## src/rtl/ep_irq_vector_pkg.sv

```systemverilog
package ep_irq_vector_pkg;
  localparam int VEC_W    = 8;
  localparam int BASE_W   = 2;
  localparam int EPNUM_W  = 4;
  localparam int STORE_W  = VEC_W - 1;
  localparam logic [EPNUM_W-1:0] FLAG_EPNUM = '1;

  typedef struct packed {
    logic               ep_sel;
    logic [EPNUM_W-1:0] ep_num;
    logic               any;
  } arb_result_t;
endpackage

```

## src/rtl/ep_first_set.sv

```systemverilog
module ep_first_set #(
  parameter int N  = 16,
  parameter int IW = (N > 1) ? $clog2(N) : 1
) (
  input  logic          clk,
  input  logic          rst,
  input  logic [N-1:0]  req,
  output logic          found,
  output logic [IW-1:0] idx
);
  always_comb begin
    found = 1'b0;
    idx   = '0;
    for (int i = N - 1; i >= 0; i--) begin
      if (req[i]) begin
        found = 1'b1;
        idx   = IW'(i);
      end
    end
  end

  // the chosen line is set and no lower line is set
  a_r6_lowest_wins: assert property (@(posedge clk) disable iff (rst)
    found |-> (req[idx] && ((req & ((N'(1) << idx) - N'(1))) == '0)));
  a_r6_none_found: assert property (@(posedge clk) disable iff (rst)
    (req == '0) |-> !found);
endmodule

```

## src/rtl/ep_class_arb.sv

```systemverilog
module ep_class_arb
  import ep_irq_vector_pkg::*;
#(
  parameter int NUM_EP = 16
) (
  input  logic              clk,
  input  logic              rst,
  input  logic [NUM_EP-1:0] ep_req,
  input  logic [NUM_EP-1:0] ep_iso,
  input  logic              gen_req,
  output arb_result_t       res
);
  localparam int IW = (NUM_EP > 1) ? $clog2(NUM_EP) : 1;

  logic [NUM_EP-1:0] iso_pend;
  logic              iso_found, any_found;
  logic [IW-1:0]     iso_idx, any_idx;

  assign iso_pend = ep_req & ep_iso;

  ep_first_set #(.N(NUM_EP), .IW(IW)) u_iso (
    .clk(clk), .rst(rst), .req(iso_pend), .found(iso_found), .idx(iso_idx));
  ep_first_set #(.N(NUM_EP), .IW(IW)) u_all (
    .clk(clk), .rst(rst), .req(ep_req), .found(any_found), .idx(any_idx));

  always_comb begin
    res.ep_sel = any_found;
    res.ep_num = FLAG_EPNUM;
    if (iso_found)      res.ep_num = EPNUM_W'(iso_idx);
    else if (any_found) res.ep_num = EPNUM_W'(any_idx);
    res.any = any_found | gen_req;
  end

  // an isochronous pending endpoint always wins the class arbitration
  a_r7_iso_first: assert property (@(posedge clk) disable iff (rst)
    (iso_pend != '0) |-> (ep_iso[res.ep_num] && ep_req[res.ep_num]));
endmodule

```

## src/rtl/ep_vec_store.sv

```systemverilog
module ep_vec_store
  import ep_irq_vector_pkg::*;
(
  input  logic               clk,
  input  logic               rst,
  input  logic               wr_en,
  input  logic [VEC_W-1:0]   wr_data,
  input  logic               sw_mode,
  output logic [STORE_W-1:0] st_next
);
  logic [STORE_W-1:0] st_q;

  always_comb begin
    st_next = st_q;
    if (wr_en) begin
      if (sw_mode) st_next = wr_data[VEC_W-1:1];
      else         st_next = {wr_data[VEC_W-1 -: BASE_W], st_q[STORE_W-BASE_W-1:0]};
    end
  end

  always_ff @(posedge clk) begin
    if (rst) st_q <= '0;
    else     st_q <= st_next;
  end

  // stored value holds without a write
  a_r3_hold: assert property (@(posedge clk) disable iff (rst)
    !wr_en |=> $stable(st_q));
  // table-mode writes leave the low stored bits alone
  a_r4_base_only: assert property (@(posedge clk) disable iff (rst)
    (wr_en && !sw_mode) |=> (st_q[STORE_W-BASE_W-1:0] == $past(st_q[STORE_W-BASE_W-1:0])));
endmodule

```

## src/rtl/ep_irq_vector.sv

```systemverilog
module ep_irq_vector
  import ep_irq_vector_pkg::*;
#(
  parameter int NUM_EP = 16
) (
  input  logic              clk,
  input  logic              rst,
  input  logic              wr_en,
  input  logic [7:0]        wr_data,
  input  logic              sw_mode,
  input  logic [NUM_EP-1:0] ep_req,
  input  logic [NUM_EP-1:0] ep_iso,
  input  logic              gen_req,
  output logic [7:0]        vec_out,
  output logic              irq_out
);
  arb_result_t        arb;
  logic [STORE_W-1:0] st_next;
  logic [VEC_W-1:0]   vec_d, vec_q;
  logic               irq_q;

  ep_class_arb #(.NUM_EP(NUM_EP)) u_arb (
    .clk(clk), .rst(rst), .ep_req(ep_req), .ep_iso(ep_iso),
    .gen_req(gen_req), .res(arb));

  ep_vec_store u_store (
    .clk(clk), .rst(rst), .wr_en(wr_en), .wr_data(wr_data),
    .sw_mode(sw_mode), .st_next(st_next));

  always_comb begin
    if (sw_mode)
      vec_d = {st_next, 1'b0};
    else
      vec_d = {st_next[STORE_W-1 -: BASE_W], ~arb.ep_sel, arb.ep_num, 1'b0};
  end

  always_ff @(posedge clk) begin
    if (rst) begin
      vec_q <= '0;
      irq_q <= 1'b0;
    end else begin
      vec_q <= vec_d;
      irq_q <= arb.any;
    end
  end

  assign vec_out = vec_q;
  assign irq_out = irq_q;

  // vectors are always word aligned
  a_r1_lsb_clear: assert property (@(posedge clk) disable iff (rst)
    vec_out[0] == 1'b0);
  // endpoint class selected when any endpoint is pending
  a_r5_ep_class: assert property (@(posedge clk) disable iff (rst)
    (!sw_mode && (ep_req != '0)) |=> !vec_out[5]);
  // shared flag vector when no endpoint is pending
  a_r8_flag_default: assert property (@(posedge clk) disable iff (rst)
    (!sw_mode && (ep_req == '0)) |=> (vec_out[5:1] == 5'h1F));
  // request line follows pending sources
  a_r9_irq: assert property (@(posedge clk) disable iff (rst)
    ((ep_req != '0) || gen_req) |=> irq_out);
endmodule

```

## config.mk

```make
export PLATFORM = sky130hd
export DESIGN_NAME = ep_irq_vector
export DESIGN_NICKNAME = d
export VERILOG_FILES = /design/src/rtl/ep_irq_vector_pkg.sv /design/src/rtl/ep_first_set.sv /design/src/rtl/ep_class_arb.sv /design/src/rtl/ep_vec_store.sv /design/src/rtl/ep_irq_vector.sv
export SDC_FILE = /design/constraint.sdc
export NUM_CORES = 1
export LEC_CHECK = 0
export ABC_CLOCK_PERIOD_IN_PS = 1800
export CORE_ASPECT_RATIO = 1.2
export CORE_MARGIN = 4
export CORE_UTILIZATION = 35
export CTS_CLUSTER_DIAMETER = 60
export DETAILED_ROUTE_END_ITERATION = 10
export GPL_TIMING_DRIVEN = 0
export PLACE_DENSITY = 0.76
export SYNTH_ARGS = -nofsm -noshare
export SYNTH_HDL_FRONTEND = slang
export SYNTH_SLANG_ARGS = --single-unit
```

## constraint.sdc

```tcl
create_clock -name clk -period 1.8 [get_ports clk]
set_clock_uncertainty 0.2 [all_clocks]
set_input_delay 0.45 -clock clk [delete_from_list [all_inputs] [get_ports clk]]
set_output_delay 0.45 -clock clk [all_outputs]
set_load 0.02 [all_outputs]
```

== After elaboration in Yosys (flattened, before gate mapping) ==
Index checks and enable logic that the tools add are counted.
Word-level totals
  flip-flop bits (word level): 16
  output and inout bits: 9
  logic and storage cells: 75
Operators by class
  muxes and demuxes: 69
  bitwise gates (word level): 3
Operators by type and width (count)
  $mux 4: 34
  $mux 1: 32
  $and 16x16->16: 1
  $mux 7: 1
  $mux 6: 1
  $mux 5: 1
  $not 1->1: 1
  $or 1x1->1: 1

== Logic depth before layout (Yosys ltp) ==
Gate-level depths: netlist of the first run.
  depth after elaboration: 19
  gate-level depth with buffers: 6

== Modules after synthesis ==
A second synthesis of the first run with hierarchy kept.
Unflattened totals
  cell total of the unflattened synthesis: 153
  area, all modules: 1132.3 um2
Modules (own cells, without submodules)
  ep_first_set: instances 2, cells an instance 33, area each 178.9 um2, seq. area each 0.0 um2
  ep_vec_store: instances 1, cells an instance 33, area each 321.6 um2, seq. area each 140.1 um2
  ep_irq_vector: instances 1, cells an instance 25, area each 275.3 um2, seq. area each 160.2 um2
  ep_class_arb: instances 1, cells an instance 29, area each 177.7 um2, seq. area each 0.0 um2

== Worst setup path after synthesis of the first run ==
No wires, ideal clock.
  kind: in2reg
  start point: input ep_req[0]
  end point: register vec_q[1], in the netlist vec_out[1]
  arrival time: 1480 ps
  required time: 1484 ps
  setup slack: 4 ps
  cell stages on the path: 6
  path buffers: 1
  cell sequence: clkbuf_1 a22oi_2 nand4_1 nor3_1 o211ai_1 o211a_1
On the way
  cells in the longest elaborated chain, start to end: 4
  elaborated cells between the ends (all ways): 8
  classes of those cells: mux (7); bitwise (1)
RTL lines
  start, declared: RTL line ep_irq_vector.sv:11  | input logic [NUM_EP-1:0] ep_req,
  $mux 4, or another cell as far along: RTL line ep_first_set.sv:15  | if (req[i]) begin
  $mux 4, or another cell as far along: RTL line ep_class_arb.sv:30  | else if (any_found) res.ep_num = EPNUM_W'(any_idx);
  $mux 4 *: RTL line ep_class_arb.sv:29  | if (iso_found) res.ep_num = EPNUM_W'(iso_idx);
  $mux 6 *: RTL line ep_irq_vector.sv:31  | if (sw_mode)
  end signal, assigned: RTL line ep_irq_vector.sv:42  | vec_q <= vec_d;
  end, declared: RTL line ep_irq_vector.sv:19  | logic [VEC_W-1:0] vec_d, vec_q;
Every way passes the cells marked *; elsewhere a longest branch is shown, timed or not.
A chain may end at the register's enable or synchronous reset.

== Final worst setup path of the first run ==
  start point: input wr_en
  end point: register vec_q[5], in the netlist vec_out[5]
On the way
  cells in the longest elaborated chain, start to end: 2
RTL lines
  start, declared: RTL line ep_irq_vector.sv:8  | input logic wr_en,
  $mux 7: RTL line ep_vec_store.sv:15  | if (wr_en) begin
  $mux 6: RTL line ep_irq_vector.sv:31
No other way between the ends.

==> flow_summary_export.csv, run 1 <==
group,metric,value,unit
floorplanning,dieHeight,66.1,µm
routing,drtPass1Iterations,4,
clock_network,insertion_delay,270,ps
grt,grtUsageTotal,17.4,%
setup_path,end_kind,"flop",
job,cap_violations,0,
routing,vias,1328,
synth,yosysUniqueCellTypes,39,
layout,final_area,1640,µm²
timing,clock.fmax,0.574,GHz
synth,synth_edf_count,0,
synth,syn_area_per_cell,7.35,µm²
worst_hold_path,min_from,"u_store.st_q[3]",
power,powerDensity,478,nW/µm²
layout,layout.cells.non_filler,228,
synth,netlist_area,985,µm²
clock_network,hold_buffers,0,
grt,antenna_found_initial,0,
place,detailed_place_hpwl,2.60,mm
grt,grt_pass1_vias,1254,
routing,ant_nets,0,
setup_path,r2r_end,"vec_out[1]",
setup_path,r2r_start,"u_store.st_q[0]",
floorplanning,initial_core_util,37.8,%
status,status,"finished, final reports clean",
floorplanning,die_area,3730,µm²
synth,async_flop_share,0,%
setup_path,cp-endpoint,"vec_out[5]",
place,dpl-instance-area,1530,µm²
timing,drv_slew,0,
clock_network,root_buffer,"clkbuf_4",
clock_network,clock_sinks,13,
synth,yosys_warnings,0,
timing,finalCritPeriodShare,96.7,%
synth,ys_seq_area_share,26.4,%
clock_network,cts_tree,"built",
clock_network,cts.htree.levels,1,
synth,syn_nets,179,
grt,grt_overflow,0,
timing,setup_violations,0,
place,place_inst,217,
setup_path,required,1740,ps
layout,area_growth_syn_to_layout,66.8,%
routing,wl,3.40,mm
power,p_leak,0.000694,µW
place,place.port_buffers,50,
layout,antenna_cells,0,
routing,dr.first_iter.drc_count,46,
floorplanning,die_width,56.4,µm
clock_network,path_clk_slew,70,ps
routing,route.detailed.drc,0,
setup_path,path_class,"input port to flop",
setup_path,arrival,1680,ps
layout,final_cell_mix,"nand2_1 (21), dlygate4sd2_1 (21), a21oi_1 (13), dfxtp_1 (13), nor2_1 (12)",
layout,postLayoutCoreUtil,63.1,%
synth,yosys_register_bits,13,
floorplanning,design.core.area,2600,µm²
worst_hold_path,hold_path_class,"flop to flop",
setup_path,setup.worst_path.start_class,"input port",
timing,hold_viol,0,
setup_path,cp-startpoint,"wr_en",
routing,wire_per_inst,14.9,µm
setup_path,worst-path-max-fanout,10,
floorplanning,rows,20,
synth,ys.flop_type,"dfxtp_1",
routing,vias_per_cell,5.82,
grt,grt_pass1_wl,5.23,mm
power,power,785,µW
setup_path,reg2reg_setup_slack,710,ps
clock_network,ctsLongestPathBuffers,2,
floorplanning,ios,54,
setup_path,r2r_cells,3,
grt,grt_max_degree,11,
power,ir_drop,311,µV
clock_network,cts_buffers,3,
layout,nNetsFinal,241,
timing,min_period,1740,ps
place,gp_congestion,0.897,
synth,syn_inst,134,
layout,drive_gt1_share,26.2,%
-- registers in the layout, summed over array words and instances, names as in the netlist --
register / cells
u_store.st_q: 6
irq_out: 1
vec_out: 6
-- worst min path at each step --
stage	cells after the start	to
finish	2	u_store.st_q[3]
global route	2	u_store.st_q[3]
global placement	2	u_store.st_q[2]
detailed placement	2	u_store.st_q[3]
floorplan	2	u_store.st_q[1]
CTS	2	u_store.st_q[3]
-- kinds of logic (layout without fill, tap and decap cells) --
family / count (synthesis) / count (layout) / synth area share (%)
DFF: 13 / 13 / 26.4
and+or+nand+nor: 53 / 53 / 25.0
muxes: 7 / 7 / 7.37
other: 1 / 1 / 0.381
AOI/OAI and AO/OA: 49 / 49 / 35.5
buffers and inverters: 11 / 72 / 5.34
-- through the flow --
step | hold WS [ps] | setup slack, ps | TNS [ps]
after floorplan | 234 | 3.65 | 0
after global placement | 239 | -665 | -5840
after detailed placement | 246 | -697 | -6290
after CTS | 256 | -10.1 | -18.0
after global routing | 290 | -2.76 | -2.76
final | 258 | 59.2 | 0
-- final cells by class --
type | instances | area (µm²)
plain buffers | 7 | 43.8
clock buffers | 4 | 26.3
fillers | 264 | 960
inverters | 4 | 15.0
multi-input cells | 110 | 778
flip-flops and latches | 13 | 260
well taps | 33 | 41.3
repair buffers | 57 | 478
-- layer usage --
layer	wire length, µm	GRT usage [%]
met2	1650	32.8
met1	1280	17.4
met3	340	3.52
met5	0	0
met4	117	9.79
-- where the power goes --
group	leakage, µW	switching, µW	internal [µW]
Combinational	0.000572	159	150
Sequential	0.000107	5.67	304
Clock	0.0000150	82.2	85.8
-- critical path, stage by stage --
cell	delay [ps]
clkdlybuf4s50_1	570
buf_4	220
mux2i_1	210
nor2_1	60
a21oi_1	120
nor2_1	50
-- what timing repair did --
item | in CTS | in global routing
pin swaps | 18 | 19
setup buffers | 6 | 1
resized for setup | 69 | 30
setup endpoints to repair | 21 | 5
cloned | 0 | 0
-- cell usage after synthesis (4+ instances only) --
cell	instances	area, µm²
nand2_1	21	78.8
a21oi_1	14	70.1
dfxtp_1	13	260
nor2_1	12	45.0
a22oi_1	7	52.6
nand3_1	6	30.0
mux2i_1	5	50.1
inv_1	4	15.0
No activity file was read; power rests on OpenSTA's default activity.
==> inputs of run 2 (changes only) <==
--- a/config.mk
+++ b/config.mk
@@ -5,14 +5,14 @@
 export SDC_FILE = /design/constraint.sdc
 export NUM_CORES = 1
 export LEC_CHECK = 0
-export ABC_CLOCK_PERIOD_IN_PS = 1800
+export ABC_CLOCK_PERIOD_IN_PS = 1610
 export CORE_ASPECT_RATIO = 1.2
 export CORE_MARGIN = 4
-export CORE_UTILIZATION = 35
+export CORE_UTILIZATION = 38
 export CTS_CLUSTER_DIAMETER = 60
 export DETAILED_ROUTE_END_ITERATION = 10
 export GPL_TIMING_DRIVEN = 0
-export PLACE_DENSITY = 0.76
+export PLACE_DENSITY = 0.79
 export SYNTH_ARGS = -nofsm -noshare
 export SYNTH_HDL_FRONTEND = slang
 export SYNTH_SLANG_ARGS = --single-unit
==> constraint.sdc (replaced) <==
create_clock -name clk -period 1.61 [get_ports clk]
set_clock_uncertainty 0.2 [all_clocks]
set_input_delay 0.4025 -clock clk [delete_from_list [all_inputs] [get_ports clk]]
set_output_delay 0.4025 -clock clk [all_outputs]
set_load 0.02 [all_outputs]
==> flow_summary_export.csv, run 2 (synthesis results as in run 1) <==
group,metric,value,unit
status,violations,"negative setup slack",
place,gp_congestion,0.909,
timing,finalCritPeriodShare,102,%
power,p_leak,0.000715,µW
setup_path,slowest_delay,220,ps
power,clkPwrFrac,21.8,%
routing,drtPass1Iterations,4,
grt,grtUsageTotal,20.4,%
routing,vias,1356,
layout,postLayoutCoreUtil,70.7,%
layout,area_growth_syn_to_layout,70.6,%
setup_path,path_cells,"clkdlybuf4s15_1, a22oi_2, nand4_1, buf_4, a41oi_2, nor2_1, a211oi_2",
power,ir_drop,394,µV
place,dp_worst_setup_slack,-823,ps
clock_network,cts_buffers,3,
setup_path,critPathSlowestCell,"nand4_1",
routing,ant_nets,0,
setup_path,required,1610,ps
timing,postLayoutSetupSlackWorst,-34.2,ps
setup_path,arrival,1640,ps
layout,antenna_cells,0,
routing,wl,3.53,mm
job,cap_violations,0,
layout,final_cell_mix,"nand2_1 (21), buf_4 (17), clkbuf_2 (13), a21oi_1 (13), dfxtp_1 (13)",
worst_hold_path,hold_path_class,"flop to flop",
power,p_int,620,µW
place,dpl-instance-area,1540,µm²
setup_path,worst-path-max-fanout,3,
setup_path,crit_family,"compound AO/OA/AOI/OAI gates",
status,status,"complete, but fails checks",
routing,vias_per_cell,5.84,
layout,final_common_cell,"nand2_1",
timing,clock.fmax,0.608,GHz
layout,nNetsFinal,247,
place,detailed_place_hpwl,2.60,mm
timing,holdWs,258,ps
routing,dr.first_iter.drc_count,49,
clock_network,root_buffer,"clkbuf_4",
layout,drive_gt1_share,34.8,%
routing,wire_per_inst,15.2,µm
floorplanning,design.core.area,2380,µm²
clock_network,clock_sinks,13,
timing,hold_viol,0,
timing,min_period,1640,ps
clock_network,ctsLongestPathBuffers,2,
clock_network,cts_tree,"built",
setup_path,crit_buf_inv,2,
clock_network,insertion_delay,270,ps
power,powerDensity,545,nW/µm²
power,power_frac_comb,40.5,%
layout,final_area,1680,µm²
floorplanning,ios,54,
setup_path,end_kind,"flop",
power,p_seq_share,37.7,%
power,switchingPower,296,µW
grt,grt_pass1_vias,1291,
setup_path,setup.worst_path.start_class,"input port",
floorplanning,die_width,54.5,µm
floorplanning,die_area,3470,µm²
floorplanning,initial_core_util,41.4,%
grt,antenna_found_initial,0,
grt,grt_pass1_wl,5.44,mm
grt,grt_overflow,0,
clock_network,path_clk_slew,80,ps
routing,route.detailed.drc,0,
timing,setup_violations,2,
floorplanning,dieHeight,63.8,µm
power,switching_share,32.3,%
place,place.port_buffers,50,
setup_path,path_class,"input port to flop",
floorplanning,rows,19,
layout,fillCellCount,208,
timing,rsz0062_at_grt,"yes",
timing,drv_slew,0,
grt,grt_max_degree,11,
clock_network,cts.htree.levels,1,
-- run 2: cell types whose count changed in the layout (fill, tap and decap cells not counted), sizes merged --
cell,delta
dlymetal6s2s,-1
clkdlybuf4s15,-1
dlygate4sd2,-12
buf,+18
clkdlybuf4s50,-1
clkbuf,+3
-- run 2: tightest hold or removal path: stages, from the launching register on --
cell and delay [ps]:
dfxtp_1 310, nand2_1 50, a21oi_1 50
-- run 2: power groups by stage --
stage / Sequential, µW / Clock, µW / Combinational (µW)
final: 345 / 200 / 370
after floorplan: 364 / 0 / 129
after detailed placement: 354 / 0 / 329
after global placement: 352 / 0 / 325
after global routing: 347 / 217 / 400
after CTS: 345 / 201 / 345
-- run 2: routing by layer --
| layer | global-route usage, % | wire length [µm] | share of wire, % | vias to the layer above |
|---|---|---|---|---|
| li1 | - | - | - | 647 |
| met1 | 21.1 | 1340 | 38 | 614 |
| met2 | 38.9 | 1830 | 52 | 83 |
| met3 | 2.33 | 280 | 7.9 | 12 |
| met4 | 8.41 | 83 | 2.3 | 0 |
| met5 | 0 | 0 | 0 | - |
-- run 2: worst paths after layout --
| path | startpoint | end | cells after the start | slack (ps) |
|---|---|---|---|---|
| worst max-delay path | ep_iso[1] | vec_out[4] | 7 | -30 |
| worst min-delay path | u_store.st_q[2] | u_store.st_q[2] | 2 | 260 |
| worst max register to register | u_store.st_q[1] | vec_out[2] | 3 | 580 |
| worst min register to register | u_store.st_q[2] | u_store.st_q[2] | 2 | 260 |
-- run 2: timing repair --
action                     in CTS  in global routing
pin swaps                      24                 20
setup endpoints to repair      21                  7
setup buffers                  10                  3
gates resized for setup        98                 61
hold buffers                    0                  0
-- run 2: cell type report --
class                   count  area (µm²)  share of cell area [%]
clock buffers               4        26.3                    1.56
flip-flops and latches     13         260                    15.5
inverters                   4        15.0                   0.894
multi-input cells         110         790                    47.0
well taps                  31        38.8                    2.31
repair buffers             63         500                    29.8
plain buffers               7        50.0                    2.98
-- run 2: through the flow --
| step | total power [µW] | setup TNS [ps] | cells |
|---|---|---|---|
| 2_1_floorplan | 493 | -145 | 134 |
| 3_3_place_gp | 677 | -7660 | 215 |
| 3_5_place_dp | 682 | -7850 | 215 |
| 4_1_cts | 892 | -201 | 229 |
| 5_1_grt | 963 | -209 | 232 |
| 6_report | 915 | -58.7 | 232 |
==> inputs of run 3 (changes only) <==
--- a/config.mk
+++ b/config.mk
@@ -11,6 +11,7 @@
 export CORE_UTILIZATION = 38
 export CTS_CLUSTER_DIAMETER = 60
 export DETAILED_ROUTE_END_ITERATION = 10
+export GPL_ROUTABILITY_DRIVEN = 1
 export GPL_TIMING_DRIVEN = 0
 export PLACE_DENSITY = 0.79
 export SYNTH_ARGS = -nofsm -noshare
==> results of run 3 <==
No change in the layout: final DEF, timing and power equal those of run 2.
